==> config.mk <==
export PLATFORM = sky130hd
export DESIGN_NAME = uart_frame_rx
export DESIGN_NICKNAME = d
export VERILOG_FILES = /design/src/rtl/uart_frame_rx_pkg.sv /design/src/rtl/urx_ctrl.sv /design/src/rtl/urx_datapath.sv /design/src/rtl/uart_frame_rx.sv
export SDC_FILE = /design/constraint.sdc
export NUM_CORES = 1
export LEC_CHECK = 0
export CORE_MARGIN = 3
export CORE_UTILIZATION = 49
export CTS_BUF_LIST = sky130_fd_sc_hd__clkbuf_16
export CTS_CLUSTER_DIAMETER = 80
export CTS_CLUSTER_SIZE = 14
export DETAILED_ROUTE_END_ITERATION = 10
export PLACE_DENSITY_LB_ADDON = 0.2
export SYNTH_ARGS = -nofsm -noshare
export SYNTH_HDL_FRONTEND = slang
export SYNTH_HIERARCHICAL = 1
export SYNTH_SLANG_ARGS = --single-unit
==> constraint.sdc <==
create_clock -name clk -period 2.04 [get_ports clk]
set_input_delay 0.408 -clock clk [delete_from_list [all_inputs] [get_ports clk]]
set_output_delay 0.408 -clock clk [all_outputs]
set_load 0.01 [all_outputs]
==> src/rtl/uart_frame_rx_pkg.sv <==
package uart_frame_rx_pkg;

  // Frame format codes
  localparam logic [2:0] FMT_8  = 3'b001;
  localparam logic [2:0] FMT_7P = 3'b011;
  localparam logic [2:0] FMT_9  = 3'b100;
  localparam logic [2:0] FMT_8W = 3'b101;
  localparam logic [2:0] FMT_8P = 3'b111;

  // Largest number of bits between start and stop
  localparam int FRAME_MAX = 9;
  localparam int IDX_W     = $clog2(FRAME_MAX + 1);

  // Strobes from control to datapath
  typedef struct packed {
    logic             clear;    // start bit confirmed, wipe collected bits
    logic             capture;  // sample line into bit slot bitIdx
    logic [IDX_W-1:0] bitIdx;
    logic             deliver;  // stop check point reached
  } rxStrobes_t;

  // Number of bits following the start bit for a format code
  function automatic logic [IDX_W-1:0] frameLen(input logic [2:0] mode);
    case (mode)
      FMT_7P:                 frameLen = IDX_W'(8);
      FMT_8P, FMT_9, FMT_8W:  frameLen = IDX_W'(9);
      default:                frameLen = IDX_W'(8);
    endcase
  endfunction

endpackage

==> src/rtl/urx_ctrl.sv <==
module urx_ctrl
  import uart_frame_rx_pkg::*;
#(
  parameter int OVERSAMPLE = 16
) (
  input  logic       clk,
  input  logic       rst_n,
  input  logic       tick,
  input  logic       rxEn,
  input  logic       lineBit,
  input  logic [2:0] mode,
  input  logic [1:0] stopSel,
  output rxStrobes_t strobes
);

  localparam int CNT_W = $clog2(OVERSAMPLE);
  localparam logic [CNT_W-1:0] START_LAST = CNT_W'(OVERSAMPLE / 2 - 1);
  localparam logic [CNT_W-1:0] BIT_LAST   = CNT_W'(OVERSAMPLE - 1);
  localparam logic [CNT_W-1:0] HALF_LAST  = CNT_W'((OVERSAMPLE * 3) / 4 - 1);

  typedef enum logic [2:0] {ST_IDLE, ST_START, ST_DATA, ST_STOP, ST_HOLD} rxState_t;

  rxState_t         state;
  logic [CNT_W-1:0] tickCnt;
  logic [IDX_W-1:0] bitIdx;
  logic [CNT_W-1:0] stopLast;
  logic [IDX_W-1:0] lastIdx;
  logic             startOk;
  logic             bitDone;
  logic             stopDone;

  assign stopLast = (stopSel == 2'b00) ? HALF_LAST : BIT_LAST;
  assign lastIdx  = frameLen(mode) - IDX_W'(1);

  assign startOk  = rxEn && tick && (state == ST_START) && (tickCnt == START_LAST) && !lineBit;
  assign bitDone  = rxEn && tick && (state == ST_DATA)  && (tickCnt == BIT_LAST);
  assign stopDone = rxEn && tick && (state == ST_STOP)  && (tickCnt == stopLast);

  always_comb begin
    strobes.clear   = startOk;
    strobes.capture = bitDone;
    strobes.bitIdx  = bitIdx;
    strobes.deliver = stopDone;
  end

  always_ff @(posedge clk or negedge rst_n) begin
    if (!rst_n) begin
      state   <= ST_IDLE;
      tickCnt <= '0;
      bitIdx  <= '0;
    end else if (!rxEn) begin
      state   <= ST_IDLE;
      tickCnt <= '0;
      bitIdx  <= '0;
    end else begin
      case (state)
        ST_IDLE: begin
          if (tick && !lineBit) begin
            state   <= ST_START;
            tickCnt <= '0;
          end
        end
        ST_START: begin
          if (tick) begin
            if (tickCnt == START_LAST) begin
              tickCnt <= '0;
              bitIdx  <= '0;
              state   <= lineBit ? ST_IDLE : ST_DATA;
            end else begin
              tickCnt <= tickCnt + 1'b1;
            end
          end
        end
        ST_DATA: begin
          if (tick) begin
            if (tickCnt == BIT_LAST) begin
              tickCnt <= '0;
              if (bitIdx == lastIdx) begin
                state <= ST_STOP;
              end else begin
                bitIdx <= bitIdx + 1'b1;
              end
            end else begin
              tickCnt <= tickCnt + 1'b1;
            end
          end
        end
        ST_STOP: begin
          if (tick) begin
            if (tickCnt == stopLast) begin
              tickCnt <= '0;
              state   <= lineBit ? ST_IDLE : ST_HOLD;
            end else begin
              tickCnt <= tickCnt + 1'b1;
            end
          end
        end
        ST_HOLD: begin
          if (lineBit) state <= ST_IDLE;
        end
        default: state <= ST_IDLE;
      endcase
    end
  end

endmodule

==> src/rtl/urx_datapath.sv <==
module urx_datapath
  import uart_frame_rx_pkg::*;
#(
  parameter int SYNC_STAGES = 2
) (
  input  logic                 clk,
  input  logic                 rst_n,
  input  logic                 rxLine,
  input  logic                 txLoop,
  input  logic                 loopEn,
  input  logic [2:0]           mode,
  input  logic                 oddParity,
  input  rxStrobes_t           strobes,
  output logic                 lineBit,
  output logic                 charValid,
  output logic [FRAME_MAX-1:0] charData,
  output logic                 parityErr,
  output logic                 frameErr,
  output logic                 breakDet
);

  logic                   lineSel;
  logic [SYNC_STAGES-1:0] syncQ;
  logic [FRAME_MAX-1:0]   frameBits;
  logic [FRAME_MAX-1:0]   payload;
  logic                   parityBad;
  logic                   allZero;

  assign lineSel = loopEn ? txLoop : rxLine;
  assign lineBit = syncQ[SYNC_STAGES-1];

  // Input synchronizer, idles high
  always_ff @(posedge clk or negedge rst_n) begin
    if (!rst_n) syncQ <= '1;
    else        syncQ <= {syncQ[SYNC_STAGES-2:0], lineSel};
  end

  // Bit collection
  always_ff @(posedge clk or negedge rst_n) begin
    if (!rst_n) begin
      frameBits <= '0;
    end else if (strobes.clear) begin
      frameBits <= '0;
    end else if (strobes.capture && (strobes.bitIdx < IDX_W'(FRAME_MAX))) begin
      frameBits[strobes.bitIdx] <= lineBit;
    end
  end

  // Format-dependent unpacking and parity check
  always_comb begin
    payload   = '0;
    parityBad = 1'b0;
    case (mode)
      FMT_7P: begin
        payload   = {2'b00, frameBits[6:0]};
        parityBad = (^frameBits[7:0]) != oddParity;
      end
      FMT_8P: begin
        payload   = {1'b0, frameBits[7:0]};
        parityBad = (^frameBits[8:0]) != oddParity;
      end
      FMT_9, FMT_8W: begin
        payload = frameBits;
      end
      default: begin
        payload = {1'b0, frameBits[7:0]};
      end
    endcase
  end

  assign allZero = (frameBits == '0);

  always_ff @(posedge clk or negedge rst_n) begin
    if (!rst_n) begin
      charValid <= 1'b0;
      charData  <= '0;
      parityErr <= 1'b0;
      frameErr  <= 1'b0;
      breakDet  <= 1'b0;
    end else begin
      charValid <= strobes.deliver;
      if (strobes.deliver) begin
        charData  <= payload;
        parityErr <= parityBad;
        frameErr  <= !lineBit;
        breakDet  <= !lineBit && allZero;
      end
    end
  end

endmodule

==> src/rtl/uart_frame_rx.sv <==
module uart_frame_rx
  import uart_frame_rx_pkg::*;
#(
  parameter int OVERSAMPLE  = 16,
  parameter int SYNC_STAGES = 2
) (
  input  logic       clk,
  input  logic       rst_n,
  input  logic       tick16,
  input  logic       rxLine,
  input  logic       txLoop,
  input  logic       loopEn,
  input  logic       rxEn,
  input  logic [2:0] frameMode,
  input  logic [1:0] stopSel,
  input  logic       oddParity,
  output logic       charValid,
  output logic [8:0] charData,
  output logic       parityErr,
  output logic       frameErr,
  output logic       breakDet
);

  rxStrobes_t strobes;
  logic       lineBit;

  urx_ctrl #(
    .OVERSAMPLE(OVERSAMPLE)
  ) u_ctrl (
    .clk     (clk),
    .rst_n   (rst_n),
    .tick    (tick16),
    .rxEn    (rxEn),
    .lineBit (lineBit),
    .mode    (frameMode),
    .stopSel (stopSel),
    .strobes (strobes)
  );

  urx_datapath #(
    .SYNC_STAGES(SYNC_STAGES)
  ) u_dp (
    .clk       (clk),
    .rst_n     (rst_n),
    .rxLine    (rxLine),
    .txLoop    (txLoop),
    .loopEn    (loopEn),
    .mode      (frameMode),
    .oddParity (oddParity),
    .strobes   (strobes),
    .lineBit   (lineBit),
    .charValid (charValid),
    .charData  (charData),
    .parityErr (parityErr),
    .frameErr  (frameErr),
    .breakDet  (breakDet)
  );

endmodule

; Word-level counts from Yosys, hierarchy flattened
; Index checks and enable logic that the tools add are counted.
[classes]
addsub = 3
n_lt_le_gt_ge = 3
eq_ne = 26
n_mux = 39
reduce_logical = 24
[op_table]
columns = cell, count
row1 = $mux 4, 14
row2 = $mux 3, 12
row3 = $ne 3x3->1 const B, 8
row4 = $mux 9, 2
row5 = $pmux 9 s2, 1
row6 = $pmux 4 s4, 1
row7 = $pmux 3 s5, 1
row8 = $eq 3x3->1 const B, 4
row9 = $logic_and 1x1->1, 12
row10 = $bwmux 9, 1
row11 = $eq 3x2->1 const B, 3
row12 = $logic_not 9->1, 1
row13 = $reduce_and 9->1, 1
row14 = $reduce_xor 9->1, 1
row15 = $add 4x1->4 const B, 2
row16 = $eq 4x4->1, 2
row17 = $pmux 4 s2, 1
row18 = $reduce_xor 8->1, 1
row19 = $ne 3x2->1 const B, 2
row20 = $reduce_and 6->1, 1
row21 = $lt 4x5->1 const B, 1
row22 = $ne 5x1->1 const B, 1
row23 = $reduce_and 5->1, 1
row24 = $demux 1 s4, 1
row25 = other kinds (17), 20
[word_totals]
regBits = 35
input_bits = 13
output_inout_bits = 13
word_cells = 105

; Logic depth before layout (Yosys ltp)
; Gate-level depths: netlist of run 1.
[depth]
ltp_word = 10
mapped_depth = 9
mapped_depth_nobuf = 6

; By module
; Netlist of run 1, hierarchy kept.
[by_module_without_submodules]
columns = mod, instances, cells_per_inst, area_each_um2, seq_area_each_um2
row1 = urx_datapath, 1, 107, 1163.6, 603.1
row2 = urx_ctrl, 1, 91, 817.0, 275.3

; Least setup slack after synthesis of run 1
; No wires, ideal clock.
[synth_timing]
path_kind = flip-flop to flip-flop
startpoint = register u_ctrl.state[0]
endpoint = register u_dp.frameBits[3]
setup_ns = 0.078
arrival_time_ns = 2.094
required_ns = 1.962
setup_slack_ns = -0.132
stages_incl_launch_ff = 9
path_buffers = 2
synth_period_minus_slack_ns = 2.172
cell_sequence = dfrtp_1 > buf_4 > nor3b_1 > nand2_1 > nor3_1 > buf_4 > or3b_4 > or3_1 > a21oi_1
[synth_via]
elab_chain_len = 5
word_cells_on_any_way = 10
classes_between = 2 x eq/ne / 1 x mux / 7 x reduce/logical
[synth_lines]
columns = element, line
row1 = start: declaration, urx_ctrl.sv:23  ; rxState_t state;
row2 = start signal: assignment, urx_ctrl.sv:68  ; state <= lineBit ? ST_IDLE : ST_DATA;
row3 = start signal: assignment, urx_ctrl.sv:92  ; state <= lineBit ? ST_IDLE : ST_HOLD;
row4 = $eq 3x2->1, urx_ctrl.sv:36  ; assign bitDone = rxEn && tick && (state == ST_DATA) && (tickCnt == BIT_LAST);
row5 = $logic_and 1x1->1 (2 in a row), urx_ctrl.sv:36
row6 = named net u_ctrl.bitDone, urx_ctrl.sv:29  ; logic bitDone;
row7 = $logic_and 1x1->1, urx_datapath.sv:44  ; end else if (strobes.capture && (strobes.bitIdx < IDX_W'(FRAME_MAX))) begin
row8 = $reduce_bool 2->1 (no line), n/a
row9 = end signal: indexed assignment, urx_datapath.sv:45  ; frameBits[strobes.bitIdx] <= lineBit;
row10 = end: declaration, urx_datapath.sv:24  ; logic [FRAME_MAX-1:0] frameBits;
; The timed path passes the listed nets, and every way through them passes these cells.
; A chain may end at the register's enable or synchronous reset.

==> results of run 1 <==
==> worst reg2reg max path, cell delays in order, from the launching register on <==
cell	delay [ns]
dfrtp_1	0.39
ha_1	0.19
buf_4	0.15
nor4bb_1	0.37
o211ai_1	0.18
nor4_2	0.21
buf_4	0.23
a21oi_1	0.07
==> worst min path at each step <==
stage / start / endpoint / slack (ns) / depth (start not counted)
2_1_floorplan: rst_n / u_ctrl/bitIdx[0]$_DFFE_PN0P_ / 0.11 / 0
3_3_place_gp: u_dp/syncQ[0]$_DFF_PN1_ / u_dp/syncQ[1]$_DFF_PN1_ / 0.35 / 0
3_5_place_dp: u_dp/syncQ[0]$_DFF_PN1_ / u_dp/syncQ[1]$_DFF_PN1_ / 0.35 / 0
4_1_cts: u_dp/syncQ[0]$_DFF_PN1_ / u_dp/syncQ[1]$_DFF_PN1_ / 0.36 / 0
5_1_grt: u_dp/syncQ[0]$_DFF_PN1_ / u_dp/syncQ[1]$_DFF_PN1_ / 0.36 / 0
6_report: u_dp/syncQ[0]$_DFF_PN1_ / u_dp/syncQ[1]$_DFF_PN1_ / 0.36 / 0
==> timing repair <==
item,CTS,global route
pin swaps,0,2
hold buffers,0,0
setup buffers,0,2
endpoints found under the hold margin,0,0
setup endpoints to repair,1,10
gates resized for setup,1,8
==> power breakdown <==
group | switching [mW] | internal (mW) | total (mW)
registers | 0.00948 | 0.703 | 0.712
logic | 0.0531 | 0.0579 | 0.111
clock network | 0.281 | 0.449 | 0.730
==> cell usage after synthesis (3+ instances only) <==
master,number,share of area [%]
a21oi_1,11,2.8
buf_4,5,1.9
dfrtp_1,33,42
ha_1,6,3.8
inv_1,16,3.0
mux2_2,10,5.7
nand2_1,10,1.9
nand2b_1,7,2.2
nand3_1,13,3.3
nand3b_1,3,1.1
nor2_1,5,0.95
nor2b_1,3,0.95
nor3_1,3,0.76
nor3b_1,3,1.1
nor4b_1,3,1.3
o21ai_0,16,4.0
or3_1,3,0.95
==> per-layer routing <==
metal | up-vias | wire length [µm]
li1 | 814 | -
met2 | 55 | 2380
met5 | - | 0
met1 | 821 | 1920
met3 | 8 | 225
met4 | 0 | 76
==> layout by cell type (no fill, tap or decap), types with 3 or more instances in the layout <==
cell type and n:
clkdlybuf4s50_1 24, nor4b_1 3, clkbuf_16 5, nand3_1 13, nand3b_1 3, nor2b_1 3, nand2_1 9, o21ai_0 15
nor2_1 5, nand2b_1 7, buf_4 27, inv_1 16, dfrtp_1 33, ha_1 6, mux2_2 10, a21oi_1 10
==> through the flow <==
stage	setup WS (ns)	hold WS (ns)	TNS [ns]	cell area [µm²]
after floorplan	-0.0152	0.112	-0.0152	1990
after CTS	0.0183	0.356	0	2570
final	0.0822	0.355	0	2620
after global placement	-0.247	0.347	-2.92	2420
after detailed placement	-0.295	0.348	-4.00	2420
after global routing	-0.0525	0.358	-0.326	2620
==> registers in the layout, summed over array words and instances, names as in the netlist <==
register and cells:
u_ctrl/state 3, u_ctrl/bitIdx 4, u_dp/syncQ 2, u_dp/frameBits 9, u_dp/frameErr 1, u_ctrl/tickCnt 4
u_dp/charValid 1, u_dp/breakDet 1, u_dp/charData 9, u_dp/parityErr 1
==> layout make-up <==
| cell class | instances | share of cell area [%] |
|---|---|---|
| multi-input cells | 137 | 38.9 |
| well taps | 48 | 2.29 |
| clock inverters | 3 | 0.765 |
| inverters | 16 | 2.29 |
| repair buffers | 52 | 17.4 |
| clock buffers | 5 | 4.78 |
| flip-flops and latches | 35 | 33.6 |
==> logic make-up (layout without fill, tap and decap cells) <==
logic type | Yosys count | count (layout)
muxes | 12 | 12
xor gates and xnor gates | 3 | 3
and+or+nand+nor | 70 | 70
AOI/OAI and AO/OA | 46 | 46
buffers and inverters | 26 | 76
adders and majority gates | 6 | 6
DFF | 35 | 35
==> metrics.csv, run 1 <==
stage;metric;value;unit
cts;TritonCTS clock tree;built;
cts;CTS Root Cell;clkbuf_16;
critical_path;origin of the critical flop-to-flop path;u_ctrl/tickCnt[0]$_DFFE_PN0P_;
floorplanning;Die Wd;69.6;µm
final_layout;Core Util, Final;69.4;%
cts;cts bufs inserted;5;
synthesis;Post-synth EDFFs;0;
critical_path;CP Capture Type;register;
final_layout;Total Nets Final;266;
critical_path;critical path type;in2reg;
detailed_routing;routed via count;1698;
synthesis;post-synthesis cell count;198;
synthesis;sequential fraction of the synthesis area;44.3;%
pwr;PD cells;594;nW/µm²
floorplanning;FP Rows;22;
critical_path;crit start category;input pin;
placed_design;routability congestion estimate;0.899;
global_route;Top Usage Layer GRT;met2;
final_layout;fillers;285;
cts;CTS max path bufs;2;
sta;ratio of final minimum period to clock period;96.0;%
synthesis;complex-gate fraction of the synthesized area;14.7;%
cts;clk slew on worst S/H paths;0.06;ns
floorplanning;die height;69.6;µm
synthesis;Post-Synth Adder-Cell Area;3.79;%
detailed_routing;Post-DRT Antenna Nets;0;
detailed_routing;Via density;5.74;
pwr;LEAKAGE;1.19;nW
global_route;first-pass GRT wire length;7820;µm
pwr;Power, Total;1.55;mW
run;max-cap viol count;0;
global_route;largest net degree at the start of global routing;36;
outcome;status;complete, no violations;
synthesis;mean cell area of the mapped netlist;10.0;µm²
sta;Slew Viols, Final;0;
synthesis;synthesized area;1980;µm²
final_layout;layout cells sized above 1;24.2;%
synthesis;largest family of logic cells by synthesized area;simple AND/OR/NAND/NOR gates;
worst_hold_path;Hold Path Class;reg2reg;
global_route;grt met2 use;35.5;%
detailed_routing;DRT Pass-1 Iters;4;
critical_path;R2R Setup Slk;0.12;ns
floorplanning;Initial Util;52.5;%
global_route;All-Layer GR Usage;20.3;%
global_route;met1 Resource Use GR;23.7;%
critical_path;Slowest-stage cell, CP;clkdlybuf4s50_1;
global_route;met3 usage;4.93;%
sta;Final min period;1.96;ns
placed_design;placed cell count;286;
critical_path;R2R depth;7;
placed_design;port bufs;25;
critical_path;WP depth;6;
critical_path;Critical Path Source;tick16;
global_route;vias in the first global route;1709;
sta;Final Hold Fails;0;
detailed_routing;drt initial violations;84;
cts;H-tree levels;2;
synthesis;ys async rst share;100;%
critical_path;critical path peak fanout;3;
critical_path;CP max stage delay;0.49;ns
sta;Max Freq;511;MHz
detailed_routing;wire per inst;15.6;µm
critical_path;cells along the critical path;clkdlybuf4s50_1 -> nand3_1 -> nor3_2 -> or3b_4 -> or3_4 -> a21oi_2;
sta;Slew HR;69.4;%
final_layout;Reg area;878;µm²
floorplanning;Core Footprint;3770;µm²
sta;Setup Skew;0.00451;ns
synthesis;Yosys cell types;53;
final_layout;multi-input logic area;1020;µm²
detailed_routing;# DRC;0;
final_layout;number of diodes;0;
final_layout;post-route insts no fill;296;
critical_path;required time of the critical path;2.25;ns
cts;worst skew pair latency;0.28;ns
global_route;Remaining Overflow, GRT;0;
synthesis;mux cell area share after synthesis;6.70;%
pwr;Peak supply drop;0.000386;V
floorplanning;Die ar.;4840;µm²
final_layout;Syn-to-layout area delta;32.2;%
critical_path;Worst Path Arrival;2.17;ns
floorplanning;io pins;26;
synthesis;Net Count, Synth;217;
sta;final setup fails;0;
global_route;initial antenna violation count;0;
critical_path;crit path to;u_dp/frameBits[3]$_DFFE_PN0P_;
sta;worst slew pin tran;0.459;ns
placed_design;Detailed Place HPWL;3350;µm
cts;clk sinks;35;
synthesis;Synth Area in Simple Gates;21.7;%
critical_path;reg-to-reg endpoint;u_dp/frameBits[4]$_DFFE_PN0P_;
detailed_routing;routed wire length;4610;µm
synthesis;synthesized flop and latch total;35;
synthesis;Post-synth top flop;dfrtp_1;
synthesis;xor/xnor share of the synthesized area;2.72;%
synthesis;number of synthesis warnings;6;
critical_path;worst path bufs/invs;1;
critical_path;delay-heaviest family, CP;simple AND/OR/NAND/NOR gates;
(Power assumes the default switching activity.)
==> run 2, diff against run 1 <==
Settings changed: CAP_MARGIN set to 30.
==> results of run 2 <==
The final DEF is identical to that of run 1; final timing and power are the same.
